$ cat src/rtl/can_rxm_pkg.sv
// Package: shared encodings for the receive-path mode controller.
// Assumes the per-buffer mode field is two bits wide.
package can_rxm_pkg;
    typedef enum logic [1:0] {
        RXM_FILT_A = 2'b00,
        RXM_FILT_B = 2'b01,
        RXM_FILT_C = 2'b10,
        RXM_ERRREC = 2'b11
    } rxm_e;

    localparam logic BIT_RECESSIVE = 1'b1;
endpackage

$ cat src/rtl/can_rxm_modesel.sv
// Self-test mode keeper and pin multiplexer.
// Changes mode only on an idle edge. In self-test mode the transmit
// pin is held recessive and released to port I/O, and the engine
// hears its own transmit stream.
module can_rxm_modesel
    import can_rxm_pkg::*;
(
    input  logic clk,
    input  logic rst_n,
    input  logic lpbk_req,
    input  logic eng_idle,
    input  logic tx_bit,
    input  logic can_rx,
    output logic can_tx,
    output logic tx_pin_gpio,
    output logic eng_rx_bit,
    output logic ack_ignore,
    output logic lpbk_active
);
    logic lpbk_q;

    // Mode register: follows the request level only while the engine is idle.
    always_ff @(posedge clk) begin
        if (!rst_n)
            lpbk_q <= 1'b0;
        else if (eng_idle)
            lpbk_q <= lpbk_req;
    end

    // Pin and receive-path steering.
    always_comb begin
        can_tx      = lpbk_q ? BIT_RECESSIVE : tx_bit;
        tx_pin_gpio = lpbk_q;
        eng_rx_bit  = lpbk_q ? tx_bit : can_rx;
        ack_ignore  = lpbk_q;
        lpbk_active = lpbk_q;
    end

    p_mode_idle_r1: assert property (@(posedge clk) disable iff (!rst_n)
        (lpbk_q != $past(lpbk_q)) |-> $past(eng_idle));

    p_silent_r2: assert property (@(posedge clk) disable iff (!rst_n)
        lpbk_active |-> (can_tx == BIT_RECESSIVE));
endmodule

$ cat src/rtl/can_rxm_accept.sv
// Per-buffer acceptance test.
// A buffer in mode 11 takes any identifier; every other mode compares
// the identifier with the buffer's filter under its mask.
// Mask/filter of buffer i sit at [ID_W*i +: ID_W].
module can_rxm_accept
    import can_rxm_pkg::*;
#(
    parameter int NBUF = 2,
    parameter int ID_W = 11
) (
    input  logic [2*NBUF-1:0]    rx_mode,
    input  logic [ID_W*NBUF-1:0] acc_mask,
    input  logic [ID_W*NBUF-1:0] acc_filt,
    input  logic [ID_W-1:0]      frame_id,
    output logic [NBUF-1:0]      accept_vec,
    output logic [NBUF-1:0]      erm_vec
);
    for (genvar gi = 0; gi < NBUF; gi++) begin : g_buf
        logic [ID_W-1:0] diff;
        // Masked identifier comparison and mode decode for one buffer.
        always_comb begin
            erm_vec[gi]    = (rxm_e'(rx_mode[2*gi +: 2]) == RXM_ERRREC);
            diff           = (frame_id ^ acc_filt[ID_W*gi +: ID_W]) & acc_mask[ID_W*gi +: ID_W];
            accept_vec[gi] = erm_vec[gi] || (diff == '0);
        end
    end

    p_erm_accepts_r8: assert final ((erm_vec & ~accept_vec) == '0);
endmodule

$ cat src/rtl/can_rxm_snap.sv
// Error snapshot register set.
// Captures bus bit, state vector and bit counter when an error loads a
// buffer and no unread snapshot is held. The host clears it with a
// pulse; a capture in the clear cycle is kept.
module can_rxm_snap #(
    parameter int STATE_W = 5,
    parameter int CNT_W   = 7
) (
    input  logic               clk,
    input  logic               rst_n,
    input  logic               err_hit,
    input  logic               snap_clr,
    input  logic               bus_bit,
    input  logic [STATE_W-1:0] eng_state,
    input  logic [CNT_W-1:0]   bit_cnt,
    output logic               snap_valid,
    output logic               snap_bus_bit,
    output logic [STATE_W-1:0] snap_state,
    output logic [CNT_W-1:0]   snap_cnt
);
    logic cap_ok;

    // A capture is allowed when the slot is empty or being emptied now.
    always_comb cap_ok = err_hit && (!snap_valid || snap_clr);

    // Snapshot storage with hold-until-cleared behaviour.
    always_ff @(posedge clk) begin
        if (!rst_n) begin
            snap_valid   <= 1'b0;
            snap_bus_bit <= 1'b0;
            snap_state   <= '0;
            snap_cnt     <= '0;
        end else if (cap_ok) begin
            snap_valid   <= 1'b1;
            snap_bus_bit <= bus_bit;
            snap_state   <= eng_state;
            snap_cnt     <= bit_cnt;
        end else if (snap_clr) begin
            snap_valid   <= 1'b0;
        end
    end

    p_snap_hold_r12: assert property (@(posedge clk) disable iff (!rst_n)
        (snap_valid && !snap_clr) |=>
            (snap_valid && $stable(snap_state) && $stable(snap_cnt) && $stable(snap_bus_bit)));

    p_snap_set_r11: assert property (@(posedge clk) disable iff (!rst_n)
        $rose(snap_valid) |-> $past(err_hit));
endmodule

$ cat src/rtl/can_rx_mode_ctrl.sv
// Top: receive-path mode controller.
// Combines the self-test mode keeper, per-buffer acceptance and the
// error snapshot. Picks the lowest-indexed buffer and registers one
// load strobe per frame or error. An error cycle takes precedence over
// a coincident frame_done.
module can_rx_mode_ctrl
    import can_rxm_pkg::*;
#(
    parameter int NBUF    = 2,
    parameter int ID_W    = 11,
    parameter int DATA_W  = 64,
    parameter int STATE_W = 5,
    parameter int CNT_W   = 7
) (
    input  logic                 clk,
    input  logic                 rst_n,
    input  logic                 lpbk_req,
    input  logic                 eng_idle,
    input  logic [2*NBUF-1:0]    rx_mode,
    input  logic [ID_W*NBUF-1:0] acc_mask,
    input  logic [ID_W*NBUF-1:0] acc_filt,
    input  logic                 tx_bit,
    input  logic                 can_rx,
    output logic                 can_tx,
    output logic                 tx_pin_gpio,
    output logic                 eng_rx_bit,
    output logic                 ack_ignore,
    output logic                 lpbk_active,
    input  logic                 frame_done,
    input  logic [ID_W-1:0]      frame_id,
    input  logic [DATA_W-1:0]    asm_data,
    input  logic                 err_strobe,
    input  logic [STATE_W-1:0]   eng_state,
    input  logic [CNT_W-1:0]     bit_cnt,
    output logic [NBUF-1:0]      buf_load,
    output logic [ID_W-1:0]      load_id,
    output logic [DATA_W-1:0]    load_data,
    output logic                 load_err,
    input  logic                 snap_clr,
    output logic                 snap_valid,
    output logic                 snap_bus_bit,
    output logic [STATE_W-1:0]   snap_state,
    output logic [CNT_W-1:0]     snap_cnt
);
    localparam logic [NBUF-1:0] ONE = {{(NBUF-1){1'b0}}, 1'b1};

    logic [NBUF-1:0] accept_vec, erm_vec, pick_acc, pick_erm;
    logic            err_hit;

    can_rxm_modesel i_modesel (
        .clk         (clk),
        .rst_n       (rst_n),
        .lpbk_req    (lpbk_req),
        .eng_idle    (eng_idle),
        .tx_bit      (tx_bit),
        .can_rx      (can_rx),
        .can_tx      (can_tx),
        .tx_pin_gpio (tx_pin_gpio),
        .eng_rx_bit  (eng_rx_bit),
        .ack_ignore  (ack_ignore),
        .lpbk_active (lpbk_active)
    );

    can_rxm_accept #(.NBUF(NBUF), .ID_W(ID_W)) i_accept (
        .rx_mode    (rx_mode),
        .acc_mask   (acc_mask),
        .acc_filt   (acc_filt),
        .frame_id   (frame_id),
        .accept_vec (accept_vec),
        .erm_vec    (erm_vec)
    );

    // Lowest-set-bit isolation gives index priority; error only counts with a mode-11 buffer.
    always_comb begin
        pick_acc = accept_vec & (~accept_vec + ONE);
        pick_erm = erm_vec & (~erm_vec + ONE);
        err_hit  = err_strobe && (erm_vec != '0);
    end

    // Load strobe and payload register.
    always_ff @(posedge clk) begin
        if (!rst_n) begin
            buf_load  <= '0;
            load_id   <= '0;
            load_data <= '0;
            load_err  <= 1'b0;
        end else begin
            buf_load <= '0;
            load_err <= 1'b0;
            if (err_hit) begin
                buf_load  <= pick_erm;
                load_err  <= 1'b1;
                load_id   <= frame_id;
                load_data <= asm_data;
            end else if (frame_done && !err_strobe && accept_vec != '0) begin
                buf_load  <= pick_acc;
                load_id   <= frame_id;
                load_data <= asm_data;
            end
        end
    end

    can_rxm_snap #(.STATE_W(STATE_W), .CNT_W(CNT_W)) i_snap (
        .clk          (clk),
        .rst_n        (rst_n),
        .err_hit      (err_hit),
        .snap_clr     (snap_clr),
        .bus_bit      (eng_rx_bit),
        .eng_state    (eng_state),
        .bit_cnt      (bit_cnt),
        .snap_valid   (snap_valid),
        .snap_bus_bit (snap_bus_bit),
        .snap_state   (snap_state),
        .snap_cnt     (snap_cnt)
    );

    p_onehot_load_r9: assert property (@(posedge clk) disable iff (!rst_n)
        $onehot0(buf_load));

    p_err_load_r10: assert property (@(posedge clk) disable iff (!rst_n)
        load_err |-> ($past(err_strobe) && $countones(buf_load) == 1));
endmodule

$ cat config.mk
export PLATFORM = sky130hd
export DESIGN_NAME = can_rx_mode_ctrl
export DESIGN_NICKNAME = d
export VERILOG_FILES = /design/src/rtl/can_rxm_pkg.sv /design/src/rtl/can_rxm_modesel.sv /design/src/rtl/can_rxm_accept.sv /design/src/rtl/can_rxm_snap.sv /design/src/rtl/can_rx_mode_ctrl.sv
export SDC_FILE = /design/constraint.sdc
export NUM_CORES = 1
export LEC_CHECK = 0
export ABC_AREA = 1
export BUFFER_PORTS_ARGS = -buffer_cell sky130_fd_sc_hd__clkbuf_2
export CAP_MARGIN = 20
export CORE_MARGIN = 1
export CORE_UTILIZATION = 40
export DETAILED_ROUTE_END_ITERATION = 10
export HOLD_SLACK_MARGIN = 0.08
export MAX_ROUTING_LAYER = met4
export PLACE_DENSITY = 0.71
export SYNTH_ARGS = -nofsm -noshare
export SYNTH_HDL_FRONTEND = slang
export SYNTH_SLANG_ARGS = --single-unit
$ cat constraint.sdc
create_clock -name clk -period 4.05 [get_ports clk]
set_input_delay 0.2025 -clock clk [delete_from_list [all_inputs] [get_ports clk]]
set_output_delay 0.2025 -clock clk [all_outputs]
set_load 0.005 [all_outputs]
==> impl_summary.txt, run 1 <==
----------------------------------------------------
[Power]
  Internal power summed over all cells ... 1.77 mW
  Total power ... 2.45 mW
  Power share of the clock group ... 36.1%
  Part of the total power dissipated in sequential elements ... 42.5%
  VDD IR-drop max ... 0.238 mV
  Switching power as a share of total power ... 27.7%
  Switching power summed over all nets ... 0.678 mW
  Comb power frac ... 21.4%
  Leakage power ... 4.21 nW
  Total power density per cell area ... 375 nW/um^2

[Clock network]
  Clock-pin slew on the worst setup and hold paths ... 0.06 ns
  Buffer count from post-CTS setup fixing ... 0
  Maximum number of buffers from clock root to sink ... 2
  TritonCTS clock tree ... yes
  # H-tree levels ... 3
  Number of buffers added by the clock tree synthesis step ... 9
  Clk_lat worst skew ... 0.33 ns
  Resize count post-CTS ... 0
  Library cell used as clock root buffer ... sky130_fd_sc_hd__clkbuf_16
  Hold Buf Count CTS ... 0
  Sink Count ... 93

[Drt]
  DR vias/cell ... 4.34
  Routed Antenna Nets ... 0
  DRC violation total after the first TritonRoute iteration ... 339
  DR vias ... 5278
  Wire length reported by the detailed router ... 13500 um
  Avg WL per Cell ... 11.1 um
  Pre-antenna DRT Iters ... 4
  Final routed DRC violation total ... 0

[Hold path]
  Hold Path Depth ... 3
  Min-Delay Startpoint ... lpbk_req
  Class of the worst hold path ... primary input to register

[Place]
  Number of port buffers ... 240
  Placed wire-length estimate after detailed placement ... 9530 um
  Number of placed instances with taps included ... 1199
  Final weighted congestion in routability-driven placement ... 0.901
  Minimum setup slack after placement ... 1.12 ns

[Synthesis]
  Dominant combinational cell family by area after synthesis ... simple AND/OR/NAND/NOR gates
  Mux contribution to synthesized area ... 0%
  Xor-xnor portion of the synthesized cell area ... 0%
  Synth Area in Compound Gates ... 1.98%
  Number of warnings printed during yosys synthesis ... 0
  Area of the mapped netlist ... 5060 um^2
  Async set-reset flop share out of synthesis ... 0%
  Number of distinct library cell variants in the gate-level netlist after synthesis ... 19
  Number of enable flip-flop cells after synthesis ... 0
  Avg Cell Area, Syn ... 6.07 um^2
  Synth Area in Adders ... 0%
  Flop and latch count out of synthesis ... 93
  Post-synth top flop ... sky130_fd_sc_hd__dfxtp_1
  Register area share after synthesis ... 36.8%
  Fraction of the mapped netlist area in simple logic gates ... 37.5%
  Number of nets in the synthesized netlist ... 977
  Synthesized instance count ... 833

[Global route]
  GR Layer Usage met1 ... 26.3%
  Via count of the first global-routing pass ... 4720
  GRT Residual Overflow ... 0
  Number of antenna violations at the first check in global routing ... 1
  Pin count of the biggest net entering global routing ... 79
  Global Route met3 Usage ... 5.72%
  Global-route track usage on met2 ... 33.2%
  Wire length of the first global-routing pass ... 21800 um
  Global route hottest layer ... met2
  Total GRT Usage ... 21.4%

[Setup path]
  Critical Path RT ... 4.32 ns
  R2r worst-path depth ... 4
  Worst r2r dst ... i_snap.snap_state[0]
  Worst setup path end ... load_id[7]
  Crit start category ... primary input
  Top fanout value on the critical path ... 78
  Flop-to-flop setup slack ... 2.65 ns
  CP endpoint kind ... register
  Launching instance or port of the critical path ... err_strobe
  Critical setup path kind ... primary input to register
  Data arrival time at the worst-slack endpoint ... 2.82 ns
  Critical R2R Launch ... i_snap.snap_valid

[Flow run]
  Number of maximum-capacitance violations ... 0

[STA]
  Post-layout minimum cycle time ... 2.55 ns
  Final TNS setup ... 0 ns
  Least-Margin Pin Slew ... 0.932 ns
  Slew Limit Fails ... 0
  Final period util ... 63.0%
  Final Skew ... 0.00135 ns
  Post-route setup slack ... 1.50 ns
  Highest achievable clock rate ... 392 MHz
  Worst Hold Margin ... 0.0902 ns
  Number of hold violations in the final report ... 0
  Count of endpoints failing setup in the final report ... 0
  Headroom to the max-slew limit ... 37.9%
  Unrepaired setup endpoints after global routing ... false

[Final layout]
  Area overhead of the layout relative to synthesis ... 29.3%
  Area taken by multi-input logic gates ... 2010 um^2
  Number of nets in the final layout ... 1186
  Storage element area ... 1860 um^2
  Most frequent standard cell in the layout excluding fill and tap cells ... sky130_fd_sc_hd__clkbuf_2
  Post-layout instance count excluding filler cells ... 1216
  Commonest cells after routing, fill and taps aside ... 240 x sky130_fd_sc_hd__clkbuf_2, 212 x sky130_fd_sc_hd__inv_1, 208 x sky130_fd_sc_hd__nand2_1
  Share of post-route cells with drive strength above 1 ... 27.3%
  FILL cells ... 1286

[Die]
  Number of top-level pins ... 241
  Overall die width ... 114 um
  Site row count ... 40
  Core outline area ... 12200 um^2
  Initial core utilization ... 41.6%
  Die area ... 13100 um^2
  Vertical die dimension ... 114 um

[Status]
  Status ... complete, no violations

----------------------------------------------------
area by class of cell:
type                            count  area share, %
Clock inverter                      4           1.11
Sequential cell                    93           28.5
Antenna cell                        1         0.0383
Clock buffer                       12           3.62
Tap cell                          168           3.21
Multi-Input combinational cell    449           30.7
Inverter                          245           14.1
Timing Repair Buffer              244           18.8
routing by layer:
metal / part of all wire [%] / routed length [um] / vias up
met5: 0 / 0 / -
met4: 2.7 / 367 / 0
met3: 6.4 / 873 / 32
met2: 46 / 6160 / 170
met1: 45 / 6130 / 2218
li1: - / - / 2858
worst min path at each step:
stage                           endpoint  slack (ns)
floorplan           i_modesel.ack_ignore        0.34
global placement    i_modesel.ack_ignore        0.43
detailed placement  i_modesel.ack_ignore        0.44
CTS                 i_modesel.ack_ignore        0.08
global route        i_modesel.ack_ignore        0.08
finish              i_modesel.ack_ignore        0.09
sequential cells by signal, summed over array words and instances, names as in the netlist:
register              cells
i_snap.snap_cnt           7
load_err                  1
buf_load                  2
load_id                  11
i_snap.snap_state         5
i_modesel.ack_ignore      1
load_data                64
i_snap.snap_bus_bit       1
i_snap.snap_valid         1
through the flow:
stage	cell area, um^2	utilization, %
floorplan	5060	-
global placement	6230	51.2
detailed placement	6230	51.2
CTS	6540	53.8
global route	6540	53.8
finish	6540	53.8
kinds of logic (layout without fill, tap and decap cells):
| group | Yosys count | after routing |
|---|---|---|
| flops | 93 | 93 |
| simple gates | 429 | 429 |
| buf+inv | 291 | 505 |
| compound gates | 20 | 20 |
| other cells | 0 | 1 |
cell usage after synthesis, types with 2 or more instances:
| library cell | n | area [um^2] |
|---|---|---|
| sky130_fd_sc_hd__inv_1 | 212 | 796 |
| sky130_fd_sc_hd__nand2_2 | 11 | 68.8 |
| sky130_fd_sc_hd__clkinv_1 | 17 | 63.8 |
| sky130_fd_sc_hd__dfxtp_1 | 93 | 1860 |
| sky130_fd_sc_hd__o21ai_1 | 2 | 10.0 |
| sky130_fd_sc_hd__inv_2 | 16 | 60.1 |
| sky130_fd_sc_hd__nand3_1 | 35 | 175 |
| sky130_fd_sc_hd__a21oi_1 | 17 | 85.1 |
| sky130_fd_sc_hd__clkbuf_1 | 20 | 75.1 |
| sky130_fd_sc_hd__buf_4 | 2 | 15.0 |
| sky130_fd_sc_hd__buf_2 | 13 | 65.1 |
| sky130_fd_sc_hd__nand2_1 | 209 | 785 |
| sky130_fd_sc_hd__nand4_1 | 77 | 482 |
| sky130_fd_sc_hd__nor2_1 | 90 | 338 |
| sky130_fd_sc_hd__buf_6 | 10 | 113 |
| sky130_fd_sc_hd__or2_1 | 6 | 37.5 |
power by group through the flow:
stage	clock network [mW]	registers, mW	logic (mW)
global route	0.944	1.05	0.605
CTS	0.907	1.04	0.530
floorplan	0	1.07	0.312
detailed placement	0	1.06	0.526
global placement	0	1.06	0.521
finish	0.884	1.04	0.524
critical path: stages:
cell                       delay [ns]
sky130_fd_sc_hd__clkbuf_2        0.11
sky130_fd_sc_hd__nand3_1         0.09
sky130_fd_sc_hd__o21ai_1         0.31
sky130_fd_sc_hd__inv_2           0.12
sky130_fd_sc_hd__buf_4           0.65
sky130_fd_sc_hd__nand3_4         0.83
sky130_fd_sc_hd__nand2_1         0.27
sky130_fd_sc_hd__clkinv_1        0.08
sky130_fd_sc_hd__nor2_1          0.09
Power figures use the tool's default switching activity.
==> run 2, diff against run 1 <==
--- a/config.mk
+++ b/config.mk
@@ -13,7 +13,7 @@
 export DETAILED_ROUTE_END_ITERATION = 10
 export HOLD_SLACK_MARGIN = 0.08
 export MAX_ROUTING_LAYER = met4
-export PLACE_DENSITY = 0.71
+export PLACE_DENSITY = 0.73
 export SYNTH_ARGS = -nofsm -noshare
 export SYNTH_HDL_FRONTEND = slang
 export SYNTH_SLANG_ARGS = --single-unit
==> constraint.sdc (replaced) <==
create_clock -name clk -period 2.3 [get_ports clk]
set_input_delay 0.115 -clock clk [delete_from_list [all_inputs] [get_ports clk]]
set_output_delay 0.115 -clock clk [all_outputs]
set_load 0.005 [all_outputs]
==> run 2 against run 1 <==
Against the previous run:
- flip-flop and latch count unchanged
- clock skew up 0.0032 ns
- total power up 92%
- combinational power up 100%
- register-to-register slack worse by 1.7 ns
- highest routed layer unchanged
==> impl_summary.txt, run 2 (synthesized netlist as in run 1, its figures left out) <==
----------------------------------------------------
[Status]
  Status ... complete, no violations

[Setup path]
  Critical Path Max Stage Delay ... 0.54 ns (-0.29 ns)
  Critical Path RT ... 2.52 ns (-1.80 ns)
  Flop-to-flop setup slack ... 0.96 ns (-1.69 ns)
  Critical setup path kind ... primary input to register
  CP endpoint kind ... register
  Crit start category ... primary input
  Top fanout value on the critical path ... 14 (-82%)
  Top delay family on crit path ... buffers and inverters
  Launching instance or port of the critical path ... rx_mode[2]
  Slowest-stage cell, CP ... sky130_fd_sc_hd__dlygate4sd3_1
  Buffers and inverters on the worst path ... 3 (-1)
  Critical R2R Launch ... i_modesel.ack_ignore
  Library cell appearing most often on the critical path ... sky130_fd_sc_hd__nand2_1
  Cells along the critical path ... dlygate4sd3_1 > clkbuf_2 > nand2_1 > o21ai_1 > buf_4 > nand2_1 > nand2_1 > a21oi_1
  Data arrival time at the worst-slack endpoint ... 1.81 ns (-1.01 ns)

[Global route]
  Pin count of the biggest net entering global routing ... 78 (-1.3%)
  Number of antenna violations at the first check in global routing ... 0 (-1)
  Total GRT Usage ... 25.5% (+4.2 points)
  Wire length of the first global-routing pass ... 25700 um (+18%)
  GRT Residual Overflow ... 0 (unchanged)
  Via count of the first global-routing pass ... 5560 (+18%)

[STA]
  Post-layout minimum cycle time ... 1.60 ns
  Slew Limit Fails ... 0 (unchanged)
  Unrepaired setup endpoints after global routing ... false
  Post-route setup slack ... 0.703 ns (-0.796 ns)
  Number of hold violations in the final report ... 0 (unchanged)
  Least-Margin Pin Slew ... 0.534 ns (-0.398 ns)
  Final period util ... 69.4%
  Headroom to the max-slew limit ... 64.2% (+26 points)
  Count of endpoints failing setup in the final report ... 0 (unchanged)
  Highest achievable clock rate ... 626 MHz
  Final Skew ... 0.00450 ns (+0.00315 ns)
  Final TNS setup ... 0 ns (unchanged)

[Flow run]
  Number of maximum-capacitance violations ... 0 (unchanged)

[Clock network]
  Library cell used as clock root buffer ... sky130_fd_sc_hd__clkbuf_16
  Maximum number of buffers from clock root to sink ... 2 (unchanged)
  Clock-pin slew on the worst setup and hold paths ... 0.06 ns (about the same)
  # H-tree levels ... 3 (unchanged)
  Number of buffers added by the clock tree synthesis step ... 9 (unchanged)
  Buffer count from post-CTS setup fixing ... 0 (unchanged)
  Clk_lat worst skew ... 0.35 ns (+0.02 ns)
  TritonCTS clock tree ... yes
  Sink Count ... 93 (unchanged)
  Resize count post-CTS ... 0 (unchanged)

[Drt]
  Avg WL per Cell ... 12.3 um (+10%)
  Routed Antenna Nets ... 0 (unchanged)
  Pre-antenna DRT Iters ... 5 (+1)
  Final routed DRC violation total ... 0 (unchanged)
  DR vias ... 5801 (+9.9%)
  DRC violation total after the first TritonRoute iteration ... 573 (+69%)
  Wire length reported by the detailed router ... 16000 um (+18%)
  DR vias/cell ... 4.45 (+2.6%)

[Die]
  Die area ... 13100 um^2 (unchanged)
  Vertical die dimension ... 114 um (unchanged)
  Overall die width ... 114 um (unchanged)
  Site row count ... 40 (unchanged)
  Number of top-level pins ... 241 (unchanged)
  Initial core utilization ... 41.6% (unchanged)
  Core outline area ... 12200 um^2 (unchanged)

[Power]
  Total power density per cell area ... 629 nW/um^2 (+68%)
  Leakage power ... 4.62 nW (+9.7%)
  VDD IR-drop max ... 0.455 mV (+91%)

[Hold path]
  Min-Delay Startpoint ... asm_data[33]
  Class of the worst hold path ... primary input to register

[Final layout]
  Commonest cells after routing, fill and taps aside ... 240 x sky130_fd_sc_hd__clkbuf_2, 212 x sky130_fd_sc_hd__inv_1, 208 x sky130_fd_sc_hd__nand2_1
  Post-layout instance count excluding filler cells ... 1303 (+7.2%)
  Number of nets in the final layout ... 1271 (+7.2%)
  Area overhead of the layout relative to synthesis ... 48.2%
  Share of post-route cells with drive strength above 1 ... 26.0% (-1.3 points)
  FILL cells ... 1123 (-13%)
  Top register by number of flip-flops ... load_data
  Largest regs ... load_data (64), load_id (11), i_snap.snap_cnt (7)
  Most frequent standard cell in the layout excluding fill and tap cells ... sky130_fd_sc_hd__clkbuf_2
  Number of flip-flops in the largest register ... 64 (unchanged)

[Place]
  Number of port buffers ... 240 (unchanged)
  Final weighted congestion in routability-driven placement ... 0.898 (-0.31%)
  Placed wire-length estimate after detailed placement ... 10000 um (+5.0%)
  Minimum setup slack after placement ... 0.520 ns (-0.602 ns)
  Number of placed instances with taps included ... 1204 (+0.42%)

----------------------------------------------------
## run 2: layout make-up
type	instances	area (um^2)	area share, %
Antenna cell	3	7.51	0.100
Sequential cell	93	1860	24.8
Inverter	245	920	12.3
Timing Repair Buffer	329	2130	28.4
Tap cell	168	210	2.80
Clock inverter	7	138	1.84
Clock buffer	9	225	3.00
Multi-Input combinational cell	449	2010	26.7
## run 2: where the power goes
part	internal (mW)	switching, mW
clock	1.17	0.635
combinational	0.513	0.561
sequential	1.76	0.0768
## run 2: timing repair
action | CTS | global route
hold buffers | 80 | 0
setup endpoints to repair | 0 | 0
endpoints found under the hold margin | 77 | 0
## run 2: path summary, 6_finish.rpt
check / end / depth (start not counted)
worst max-delay path: i_snap.snap_cnt[4] / 8
worst min-delay path: load_data[33] / 5
worst max register to register: i_modesel.ack_ignore / 5
worst min register to register: i_snap.snap_cnt[6] / 2
## run 2: per-layer routing
layer	global-route usage, %	part of all wire [%]	vias to the layer above
li1	-	-	3029
met1	28.5	41	2531
met2	42.7	51	205
met3	6.09	6.0	36
met4	12.5	2.6	0
met5	-	0	-
## run 2: metrics by stage
| step | instance area (um^2) | hold WS, ns | total power, mW | util (%) |
|---|---|---|---|---|
| after floorplan | 5060 | 0.254 | 2.43 | - |
| final | 7500 | 0.0923 | 4.72 | 61.7 |
| after global placement | 6330 | 0.344 | 2.81 | 52.0 |
| after global routing | 7490 | 0.0949 | 4.98 | 61.6 |
| after CTS | 7490 | 0.0846 | 4.75 | 61.6 |
| after detailed placement | 6330 | 0.354 | 2.83 | 52.0 |
## run 2: worst min-delay path, delay by kind of cell
| kind | cells | cell delay (ns) |
|---|---|---|
| and+or+nand+nor | 2 | 0.09 |
| buffers and inverters | 3 | 0.19 |
